==> src/rtl/touch_fifo_pkg.sv <==
package touch_fifo_pkg;
  localparam logic [7:0] OFS_THR  = 8'h08;
  localparam logic [7:0] OFS_MASK = 8'h0C;
  localparam logic [7:0] OFS_STAT = 8'h10;
  localparam logic [7:0] OFS_CTRL = 8'h14;
  localparam logic [7:0] OFS_DATA = 8'h18;

  localparam int unsigned BIT_PEN = 0;
  localparam int unsigned BIT_THR = 2;
  localparam int unsigned BIT_OVF = 3;
  localparam int unsigned STAT_W  = 4;

  localparam logic [STAT_W-1:0] STAT_IMPL = 4'b1101;
  localparam logic [31:0]       EMPTY_WORD = 32'hFFFF_FFFF;
endpackage

==> src/rtl/tf_sample_fifo.sv <==
module tf_sample_fifo #(
  parameter int WIDTH = 24,
  parameter int DEPTH = 32,
  localparam int PTR_W = $clog2(DEPTH),
  localparam int CNT_W = $clog2(DEPTH + 1)
) (
  input  logic             clk_i,
  input  logic             rst_ni,
  input  logic             push_i,
  input  logic [WIDTH-1:0] wdata_i,
  input  logic             pop_i,
  output logic [WIDTH-1:0] rdata_o,
  output logic [CNT_W-1:0] count_o,
  output logic             full_o,
  output logic             empty_o,
  output logic             drop_o
);
  logic [WIDTH-1:0] mem_q [DEPTH];
  logic [PTR_W-1:0] wr_ptr_q, rd_ptr_q;
  logic [CNT_W-1:0] cnt_q;
  logic             do_push, do_pop;

  assign full_o  = (cnt_q == CNT_W'(DEPTH));
  assign empty_o = (cnt_q == '0);
  assign do_pop  = pop_i && !empty_o;
  assign do_push = push_i && (!full_o || do_pop);
  assign drop_o  = push_i && !do_push;
  assign rdata_o = mem_q[rd_ptr_q];
  assign count_o = cnt_q;

  function automatic logic [PTR_W-1:0] ptr_inc(input logic [PTR_W-1:0] p);
    if (p == PTR_W'(DEPTH - 1)) return '0;
    return p + 1'b1;
  endfunction

  always_ff @(posedge clk_i) begin
    if (do_push) mem_q[wr_ptr_q] <= wdata_i;
  end

  always_ff @(posedge clk_i or negedge rst_ni) begin
    if (!rst_ni) begin
      wr_ptr_q <= '0;
      rd_ptr_q <= '0;
      cnt_q    <= '0;
    end else begin
      if (do_push) wr_ptr_q <= ptr_inc(wr_ptr_q);
      if (do_pop)  rd_ptr_q <= ptr_inc(rd_ptr_q);
      case ({do_push, do_pop})
        2'b10:   cnt_q <= cnt_q + 1'b1;
        2'b01:   cnt_q <= cnt_q - 1'b1;
        default: cnt_q <= cnt_q;
      endcase
    end
  end
endmodule

==> src/rtl/tf_irq_ctrl.sv <==
module tf_irq_ctrl import touch_fifo_pkg::*; #(
  parameter int CNT_W = 6,
  parameter int THR_W = 5
) (
  input  logic              clk_i,
  input  logic              rst_ni,
  input  logic              pen_i,
  input  logic [CNT_W-1:0]  count_i,
  input  logic [THR_W-1:0]  thr_i,
  input  logic              drop_i,
  input  logic              clr_en_i,
  input  logic [STAT_W-1:0] clr_bits_i,
  input  logic [STAT_W-1:0] mask_i,
  output logic [STAT_W-1:0] status_o,
  output logic              pen_o,
  output logic              irq_o
);
  logic [STAT_W-1:0] stat_q, set_v, clr_v;
  logic              pen_q;

  always_comb begin
    set_v          = '0;
    set_v[BIT_PEN] = (pen_i != pen_q);
    set_v[BIT_THR] = (thr_i != '0) && (count_i >= CNT_W'(thr_i));
    set_v[BIT_OVF] = drop_i;
    clr_v          = clr_en_i ? clr_bits_i : '0;
  end

  always_ff @(posedge clk_i or negedge rst_ni) begin
    if (!rst_ni) begin
      stat_q <= '0;
      pen_q  <= 1'b0;
    end else begin
      // set wins over a simultaneous clear
      stat_q <= ((stat_q & ~clr_v) | set_v) & STAT_IMPL;
      pen_q  <= pen_i;
    end
  end

  assign status_o = stat_q;
  assign pen_o    = pen_q;
  assign irq_o    = |(stat_q & mask_i);
endmodule

==> src/rtl/tf_reg_port.sv <==
module tf_reg_port import touch_fifo_pkg::*; #(
  parameter int ADDR_W  = 8,
  parameter int DATA_W  = 32,
  parameter int COORD_W = 12,
  parameter int THR_W   = 5,
  localparam int HALF_W = DATA_W / 2,
  localparam int PAD_W  = HALF_W - COORD_W
) (
  input  logic                 clk_i,
  input  logic                 rst_ni,
  input  logic                 rd_i,
  input  logic                 wr_i,
  input  logic [ADDR_W-1:0]    addr_i,
  input  logic [DATA_W-1:0]    wdata_i,
  output logic [DATA_W-1:0]    rdata_o,
  input  logic [STAT_W-1:0]    status_i,
  input  logic                 pen_i,
  input  logic [2*COORD_W-1:0] fifo_data_i,
  input  logic                 fifo_empty_i,
  output logic                 pop_o,
  output logic                 clr_en_o,
  output logic [STAT_W-1:0]    clr_bits_o,
  output logic [THR_W-1:0]     thr_o,
  output logic [STAT_W-1:0]    mask_o
);
  logic [THR_W-1:0]  thr_q;
  logic [STAT_W-1:0] mask_q;
  logic [COORD_W-1:0] fx, fy;
  logic unused_wdata;

  assign unused_wdata = ^wdata_i;

  always_ff @(posedge clk_i or negedge rst_ni) begin
    if (!rst_ni) begin
      thr_q  <= '0;
      mask_q <= '0;
    end else if (wr_i) begin
      if (addr_i == ADDR_W'(OFS_THR))  thr_q  <= wdata_i[THR_W-1:0];
      if (addr_i == ADDR_W'(OFS_MASK)) mask_q <= wdata_i[STAT_W-1:0] & STAT_IMPL;
    end
  end

  assign pop_o      = rd_i && (addr_i == ADDR_W'(OFS_DATA));
  assign clr_en_o   = wr_i && (addr_i == ADDR_W'(OFS_STAT));
  assign clr_bits_o = wdata_i[STAT_W-1:0];
  assign thr_o      = thr_q;
  assign mask_o     = mask_q;
  assign fx         = fifo_data_i[COORD_W-1:0];
  assign fy         = fifo_data_i[2*COORD_W-1:COORD_W];

  always_comb begin
    rdata_o = '0;
    case (addr_i)
      ADDR_W'(OFS_THR):  rdata_o = DATA_W'(thr_q);
      ADDR_W'(OFS_MASK): rdata_o = DATA_W'(mask_q);
      ADDR_W'(OFS_STAT): rdata_o = DATA_W'(status_i);
      ADDR_W'(OFS_CTRL): rdata_o = DATA_W'(pen_i);
      ADDR_W'(OFS_DATA): begin
        if (fifo_empty_i) rdata_o = DATA_W'(EMPTY_WORD);
        else              rdata_o = {fy, {PAD_W{1'b0}}, fx, {PAD_W{1'b0}}};
      end
      default:           rdata_o = '0;
    endcase
  end
endmodule

==> src/rtl/touch_fifo_irq.sv <==
module touch_fifo_irq import touch_fifo_pkg::*; #(
  parameter int DEPTH   = 32,
  parameter int COORD_W = 12,
  parameter int ADDR_W  = 8,
  parameter int DATA_W  = 32
) (
  input  logic               clk_i,
  input  logic               rst_ni,
  input  logic               sample_valid_i,
  input  logic [COORD_W-1:0] sample_x_i,
  input  logic [COORD_W-1:0] sample_y_i,
  input  logic               pen_down_i,
  input  logic               reg_rd_i,
  input  logic               reg_wr_i,
  input  logic [ADDR_W-1:0]  reg_addr_i,
  input  logic [DATA_W-1:0]  reg_wdata_i,
  output logic [DATA_W-1:0]  reg_rdata_o,
  output logic               irq_o
);
  localparam int CNT_W = $clog2(DEPTH + 1);
  localparam int THR_W = $clog2(DEPTH);
  localparam int ENT_W = 2 * COORD_W;

  logic [ENT_W-1:0]  fifo_rdata;
  logic [CNT_W-1:0]  fifo_count;
  logic              fifo_full, fifo_empty, fifo_drop, fifo_pop;
  logic [STAT_W-1:0] status, mask, clr_bits;
  logic              clr_en, pen_state;
  logic [THR_W-1:0]  cfg_thr;

  tf_sample_fifo #(.WIDTH(ENT_W), .DEPTH(DEPTH)) u_fifo (
    .clk_i   (clk_i),
    .rst_ni  (rst_ni),
    .push_i  (sample_valid_i),
    .wdata_i ({sample_y_i, sample_x_i}),
    .pop_i   (fifo_pop),
    .rdata_o (fifo_rdata),
    .count_o (fifo_count),
    .full_o  (fifo_full),
    .empty_o (fifo_empty),
    .drop_o  (fifo_drop)
  );

  tf_irq_ctrl #(.CNT_W(CNT_W), .THR_W(THR_W)) u_irq (
    .clk_i      (clk_i),
    .rst_ni     (rst_ni),
    .pen_i      (pen_down_i),
    .count_i    (fifo_count),
    .thr_i      (cfg_thr),
    .drop_i     (fifo_drop),
    .clr_en_i   (clr_en),
    .clr_bits_i (clr_bits),
    .mask_i     (mask),
    .status_o   (status),
    .pen_o      (pen_state),
    .irq_o      (irq_o)
  );

  tf_reg_port #(
    .ADDR_W(ADDR_W), .DATA_W(DATA_W), .COORD_W(COORD_W), .THR_W(THR_W)
  ) u_regs (
    .clk_i        (clk_i),
    .rst_ni       (rst_ni),
    .rd_i         (reg_rd_i),
    .wr_i         (reg_wr_i),
    .addr_i       (reg_addr_i),
    .wdata_i      (reg_wdata_i),
    .rdata_o      (reg_rdata_o),
    .status_i     (status),
    .pen_i        (pen_state),
    .fifo_data_i  (fifo_rdata),
    .fifo_empty_i (fifo_empty),
    .pop_o        (fifo_pop),
    .clr_en_o     (clr_en),
    .clr_bits_o   (clr_bits),
    .thr_o        (cfg_thr),
    .mask_o       (mask)
  );
endmodule

==> config.mk <==
export PLATFORM = sky130hd
export DESIGN_NAME = touch_fifo_irq
export DESIGN_NICKNAME = d
export VERILOG_FILES = /design/src/rtl/touch_fifo_pkg.sv /design/src/rtl/tf_sample_fifo.sv /design/src/rtl/tf_irq_ctrl.sv /design/src/rtl/tf_reg_port.sv /design/src/rtl/touch_fifo_irq.sv
export SDC_FILE = /design/constraint.sdc
export NUM_CORES = 1
export LEC_CHECK = 0
export BUFFER_PORTS_ARGS = -buffer_cell sky130_fd_sc_hd__clkbuf_2
export CORE_MARGIN = 4
export CORE_UTILIZATION = 47
export CTS_CLUSTER_DIAMETER = 80
export DETAILED_ROUTE_END_ITERATION = 7
export PLACE_DENSITY = 0.64
export REMOVE_ABC_BUFFERS = 1
export SLEW_MARGIN = 20
export SYNTH_ARGS = -nofsm -noshare
export SYNTH_HDL_FRONTEND = slang
export SYNTH_SLANG_ARGS = --single-unit
==> constraint.sdc <==
create_clock -name clk_i -period 4.2 [get_ports clk_i]
set_input_delay 0.63 -clock clk_i [delete_from_list [all_inputs] [get_ports clk_i]]
set_output_delay 0.63 -clock clk_i [all_outputs]
set_load 0.05 [all_outputs]
-- Word-level counts from Yosys, hierarchy flattened
Memory sizes are Yosys's and may differ from the RTL's.
Index checks and enable logic that the tools add are counted.
- muxes and demuxes: 14
- $lt $le $gt $ge: 1
- bitwise gates (word level): 4
- $add $sub $neg: 4
- equal/unequal tests: 11
- reduce and logical (&&, ||, !) cells: 16
- operators by type and width (operator ; number):
    one-hot mux 32 bit (5 select lines) ; 1
    2-to-1 mux 32 bit ; 1
    == test 8 x 5 -> 1 bit (second input constant) ; 3
    2-to-1 mux 5 bit ; 4
    == test 8 x 4 -> 1 bit (second input constant) ; 2
    one-hot mux 6 bit (2 select lines) ; 1
    adder 5 x 1 -> 5 bit (second input constant) ; 2
    == test 5 bit (second input constant) ; 2
    AND 4 bit ; 2
    adder 6 x 1 -> 6 bit (second input constant) ; 1
    == test 6 bit (second input constant) ; 1
    >= comparator 6 x 5 -> 1 bit ; 1
    logical AND 1 bit ; 6
    zero test 6 bit ; 1
    2-to-1 mux 1 bit ; 6
    subtractor 6 x 1 -> 6 bit (second input constant) ; 1
    nonzero test 5 bit ; 1
    2-to-1 mux 4 bit ; 1
    inverter 4 bit ; 1
    OR 4 bit ; 1
    AND reduction 2 bit ; 2
    OR reduction 4 bit ; 1
    zero test 1 bit ; 3
    == test 2 x 1 -> 1 bit (second input constant) ; 1
    4 further kinds ; 4
- word-level logic and storage cells: 58
- memories: 1
- output and inout bits: 33
- RAM bits: 768
- input port bits: 70
- register bits after elaboration: 28
- memories (name ; words ; width ; read ports ; clocked after memory_dff ; wr ports ; line ; source):
    u_fifo.mem_q ; 32 ; 24 ; 1 ; 0 ; 1 ; tf_sample_fifo.sv:18 ; logic [WIDTH-1:0] mem_q [DEPTH];

-- Longest topological paths before layout
- depth in word-level cells: 8
- mapped depth: 10
- gate-level depth less buffers: 10

-- By module
Synthesis repeated with hierarchy kept, for this count alone.
- cells, all modules: 1575
- area, all modules: 31587.8 sq um
- modules (own cells, without submodules) (module ; seq. area each (sq um) ; area an instance (sq um) ; cells an instance ; times used):
    tf_sample_fifo ; 23462.5 ; 30429.2 ; 1420 ; 1
    tf_reg_port ; 200.2 ; 857.1 ; 121 ; 1
    tf_irq_ctrl ; 100.1 ; 301.5 ; 34 ; 1

-- Least setup slack after synthesis
No wires, ideal clock.
- path kind: in2reg
- start point: input port reg_addr_i[2]
- end point: memory u_fifo.mem_q[23][0], enable pin
- data arrival time: 3.383 ns
- setup time: 0.440 ns
- path buffers: 0
- required time: 3.760 ns
- slack: 0.377 ns
- stages: 5
- path through: nor4b_2 -> nand4_1 -> nand2_1 -> nand3_1 -> nor3b_1
- cells in the longest elaborated chain, start to end: 7
- ends and longest elaborated chain (item ; line ; source):
    from (decl) ; touch_fifo_irq.sv:15 ; input logic [ADDR_W-1:0] reg_addr_i,
    == test 8 x 5 -> 1 bit ; tf_reg_port.sv:43 ; assign pop_o = rd_i && (addr_i == ADDR_W'(OFS_DATA));
    logical AND 1 bit ; tf_reg_port.sv:43 ;
    logical AND 1 bit ; tf_sample_fifo.sv:25 ; assign do_pop = pop_i && !empty_o;
    logical OR 1 bit ; tf_sample_fifo.sv:26 ; assign do_push = push_i && (!full_o || do_pop);
    logical AND 1 bit ; tf_sample_fifo.sv:26 ;
    2-to-1 mux 1 bit ; tf_sample_fifo.sv:37 ; if (do_push) mem_q[wr_ptr_q] <= wdata_i;
    2-to-1 mux 1 bit (implied by the code) ; tf_sample_fifo.sv:37 ;
    to (decl) ; tf_sample_fifo.sv:18 ;
No other way between the ends.

-- Worst setup path in the final report
- start point: register u_fifo.rd_ptr_q[0]
- end point: output port reg_rdata_o[7]
- cells in the longest elaborated chain, start to end: 3
- ends and longest elaborated chain (item ; line ; source):
    from (decl) ; tf_sample_fifo.sv:19 ; logic [PTR_W-1:0] wr_ptr_q, rd_ptr_q;
    from (signal assigned) ; tf_sample_fifo.sv:47 ; if (do_pop) rd_ptr_q <= ptr_inc(rd_ptr_q);
    memory (32 x 24 bit) ; -- ;
    2-to-1 mux 32 bit ; tf_reg_port.sv:59 ; if (fifo_empty_i) rdata_o = DATA_W'(EMPTY_WORD);
    one-hot mux 32 bit (5 select lines) ; tf_reg_port.sv:53 ; case (addr_i)
    to (decl) ; touch_fifo_irq.sv:17 ; output logic [DATA_W-1:0] reg_rdata_o,
No other way between the ends.

==> results.sh <==
export IMPL_yosys_warnings=0
export IMPL_r2r_end="u_fifo.mem_q[14][5]$_DFFE_PP_"
export IMPL_dp_cells=2339
export IMPL_cts_tree="done"
export IMPL_rrSetupSlack_ps=1220
export IMPL_start_kind="flop"
export IMPL_finalWorstPathRequiredPeriod_ps=4020
export IMPL_drcViolationCount=0
export IMPL_fin_crit_sh=0.958
export IMPL_grt_pass1_wl_um=102000
export IMPL_n_antenna_cell=0
export IMPL_antenna_found_initial=0
export IMPL_grt_max_degree=83
export IMPL_drt_iter0_drc=1366
export IMPL_vias_per_cell=5.93
export IMPL_setup_viol=0
export IMPL_dr_pass1_iters=7
export IMPL_ys_flop_type="edfxtp_1"
export IMPL_fin_cells=2483
export IMPL_area_growth_pct=14.9
export IMPL_cpPeakStageDelay_ps=800
export IMPL_post_cts_buffers=0
export IMPL_clkSlewWorstSetupHoldPaths_ps=60
export IMPL_drv_cap=0
export IMPL_vdd_drop_max_v=0.000296
export IMPL_synth_avg_cell_area_um2=22.5
export IMPL_status="completed"
export IMPL_place_area_mm2=0.0335
export IMPL_grt_pass1_vias=15225
export IMPL_synth_edf_count=768
export IMPL_dieWidth_um=266
export IMPL_cts_sinks=796
export IMPL_ys_seq_elements=796
export IMPL_worstMarginPinSlew_ps=766
export IMPL_die_h_um=266
export IMPL_ant_nets=0
export IMPL_drt_wirelength_per_cell_um=27.5
export IMPL_vias=14733
export IMPL_drv_slew=0
export IMPL_async_flop_share=0.0352
export IMPL_cts_buffer_depth=3
export IMPL_min_path_type="in2async"
export IMPL_rsz0062_at_grt="no"
export IMPL_fin_nets=1645
export IMPL_ios=103
export IMPL_ctsResizeCount=0
export IMPL_layout_drive_gt1_share=0.337
export IMPL_final_cell_area_mm2=0.0360
export IMPL_numCtsBuffers=81
export IMPL_worstSetupEndpointType="primary output"
export IMPL_final_common_cell="edfxtp_1"
export IMPL_hold_buffers=0
export IMPL_ys_seq_area_frac=0.759
export IMPL_relSlewSlack=0.490
export IMPL_slowest_stage="dfrtp_4"
export IMPL_core_area_mm2=0.0659
export IMPL_syn_instance_count=1391
export IMPL_grt_overflow_total=0
export IMPL_worstSetupPathType="reg2out"
export IMPL_portBuffers=75
export IMPL_start_util=0.475
export IMPL_row_count=94
export IMPL_crit_chain="buf_4 > mux4_2 > mux4_2 > o22a_1 > clkbuf_2"
export IMPL_clockRootBuffer="clkbuf_16"
export IMPL_skew_ps=20.1
export IMPL_wl_um=68200
export IMPL_hold_violations=0
export IMPL_gp_congestion=0.790
export IMPL_reg2reg_depth=6
export IMPL_dieArea_mm2=0.0708
export IMPL_required_ps=3570
export IMPL_p_per_area_mw_per_mm2=492
export IMPL_grt_usage=0.196
export IMPL_clock_latency_ps=620
export IMPL_worstReg2RegStart="u_fifo.count_o[0]$_DFFE_PN0P_"
export IMPL_ys_types=58
export IMPL_htreeDepth=3
export IMPL_syn_area_mm2=0.0313
export IMPL_dpl_hpwl_um=40400
export IMPL_leakage_uw=0.0112
export IMPL_final_cell_mix="768 x edfxtp_1, 215 x mux4_2, 85 x clkbuf_16"
export IMPL_arrival_ps=3390
export IMPL_crit_top_cell="mux4_2"
export IMPL_critPathMaxFanout=25
export IMPL_clock_fmax_mhz=249
[cell usage after synthesis, types with 3 or more instances]
library cell	count	area (um^2)
o22a_1	19	166
buf_4	11	82.6
mux2i_1	44	440
inv_1	14	52.6
buf_1	8	30.0
a211oi_1	5	37.5
buf_6	6	67.6
o21ai_0	10	50.1
edfxtp_1	768	23100
nor3_1	8	40.0
mux2_4	3	45.0
mux4_2	215	4840
nor2_1	40	150
xnor2_1	5	43.8
o22ai_1	19	119
nand2b_1	3	18.8
nor4_1	9	56.3
nor2b_1	5	31.3
nand3_1	14	70.1
a22oi_1	4	30.0
a21oi_1	6	30.0
dfrtp_1	28	701
nand3b_1	6	45.0
clkbuf_1	18	67.6
ha_1	16	200
nand2_2	3	18.8
buf_2	27	135
a21o_1	5	37.5
nand2_1	22	82.6
mux2_2	15	169
[layout make-up]
| cell class | count | area [um^2] |
|---|---|---|
| fill | 4920 | 29900 |
| sequential | 796 | 23800 |
| multi-input combinational | 511 | 7320 |
| clock buffer | 108 | 2210 |
| timing repair buffer | 154 | 1260 |
| tap | 864 | 1080 |
| clock inverter | 36 | 265 |
| inverter | 14 | 52.6 |
[sequential cells by signal (all words and copies together), names as in the netlist]
register,flops
u_irq.pen_o,1
u_fifo.mem_q,768
u_irq.status_o,3
u_fifo.wr_ptr_q,5
u_fifo.count_o,6
u_regs.mask_o,3
u_regs.thr_o,5
u_fifo.rd_ptr_q,5
[report_power, final]
part	internal (uW)	total (uW)	switching, uW	leakage, uW
sequential	9150	9360	203	0.00726
clock	3880	6740	2860	0.00119
combinational	661	1590	930	0.00273
total	13700	17700	3990	0.0112
[layer usage]
| metal | vias to the layer above | routed length, um | track usage |
|---|---|---|---|
| li1 | 6244 | - | - |
| met1 | 7868 | 28400 | 0.277 |
| met2 | 520 | 33500 | 0.316 |
| met3 | 101 | 4670 | 0.0380 |
| met4 | 0 | 1590 | 0.0587 |
| met5 | - | 0 | 0 |
[worst max-delay path by stage]
stage	start	endpoint	slack, ps	cells past startpoint
6_report	u_fifo.rd_ptr_q[0]$_DFFE_PN0N_	reg_rdata_o[7]	180	5
5_1_grt	u_fifo.rd_ptr_q[0]$_DFFE_PN0N_	reg_rdata_o[13]	20	5
4_1_cts	u_fifo.rd_ptr_q[0]$_DFFE_PN0N_	reg_rdata_o[7]	70	5
3_3_place_gp	reg_addr_i[2]	reg_rdata_o[7]	650	8
2_1_floorplan	u_fifo.rd_ptr_q[0]$_DFFE_PN0N_	reg_rdata_o[23]	-6110	4
3_5_place_dp	reg_addr_i[2]	reg_rdata_o[7]	610	8
[kinds of logic (layout without fill, tap and decap cells)]
group / after synthesis / in the layout / synth area share
compound gates: 78 / 78 / 0.0188
xor+xnor: 6 / 6 / 0.00168
fa+ha+maj: 17 / 17 / 0.00704
buf+inv: 84 / 312 / 0.0139
flops: 796 / 796 / 0.759
mux: 277 / 277 / 0.176
simple gates: 133 / 133 / 0.0236
[per-stage QoR]
step | setup WS (ps) | util | setup TNS [ps] | power, uW | hold WS (ps)
2_1_floorplan | -6110 | - | -148350 | 10500 | 334
3_3_place_gp | 649 | 0.508 | 0 | 11100 | 516
3_5_place_dp | 615 | 0.508 | 0 | 11100 | 515
4_1_cts | 73.8 | 0.546 | 0 | 17900 | 69.7
5_1_grt | 20.7 | 0.546 | 0 | 18400 | 123
6_report | 176 | 0.546 | 0 | 17700 | 72.4
[critical path: cells and delay by family (launching register included)]
family,cells,cell delay (ps)
flops,1,800
buf+inv,2,680
compound gates,1,240
mux,2,1030
Note: power is estimated with default switching activity, not from simulation.
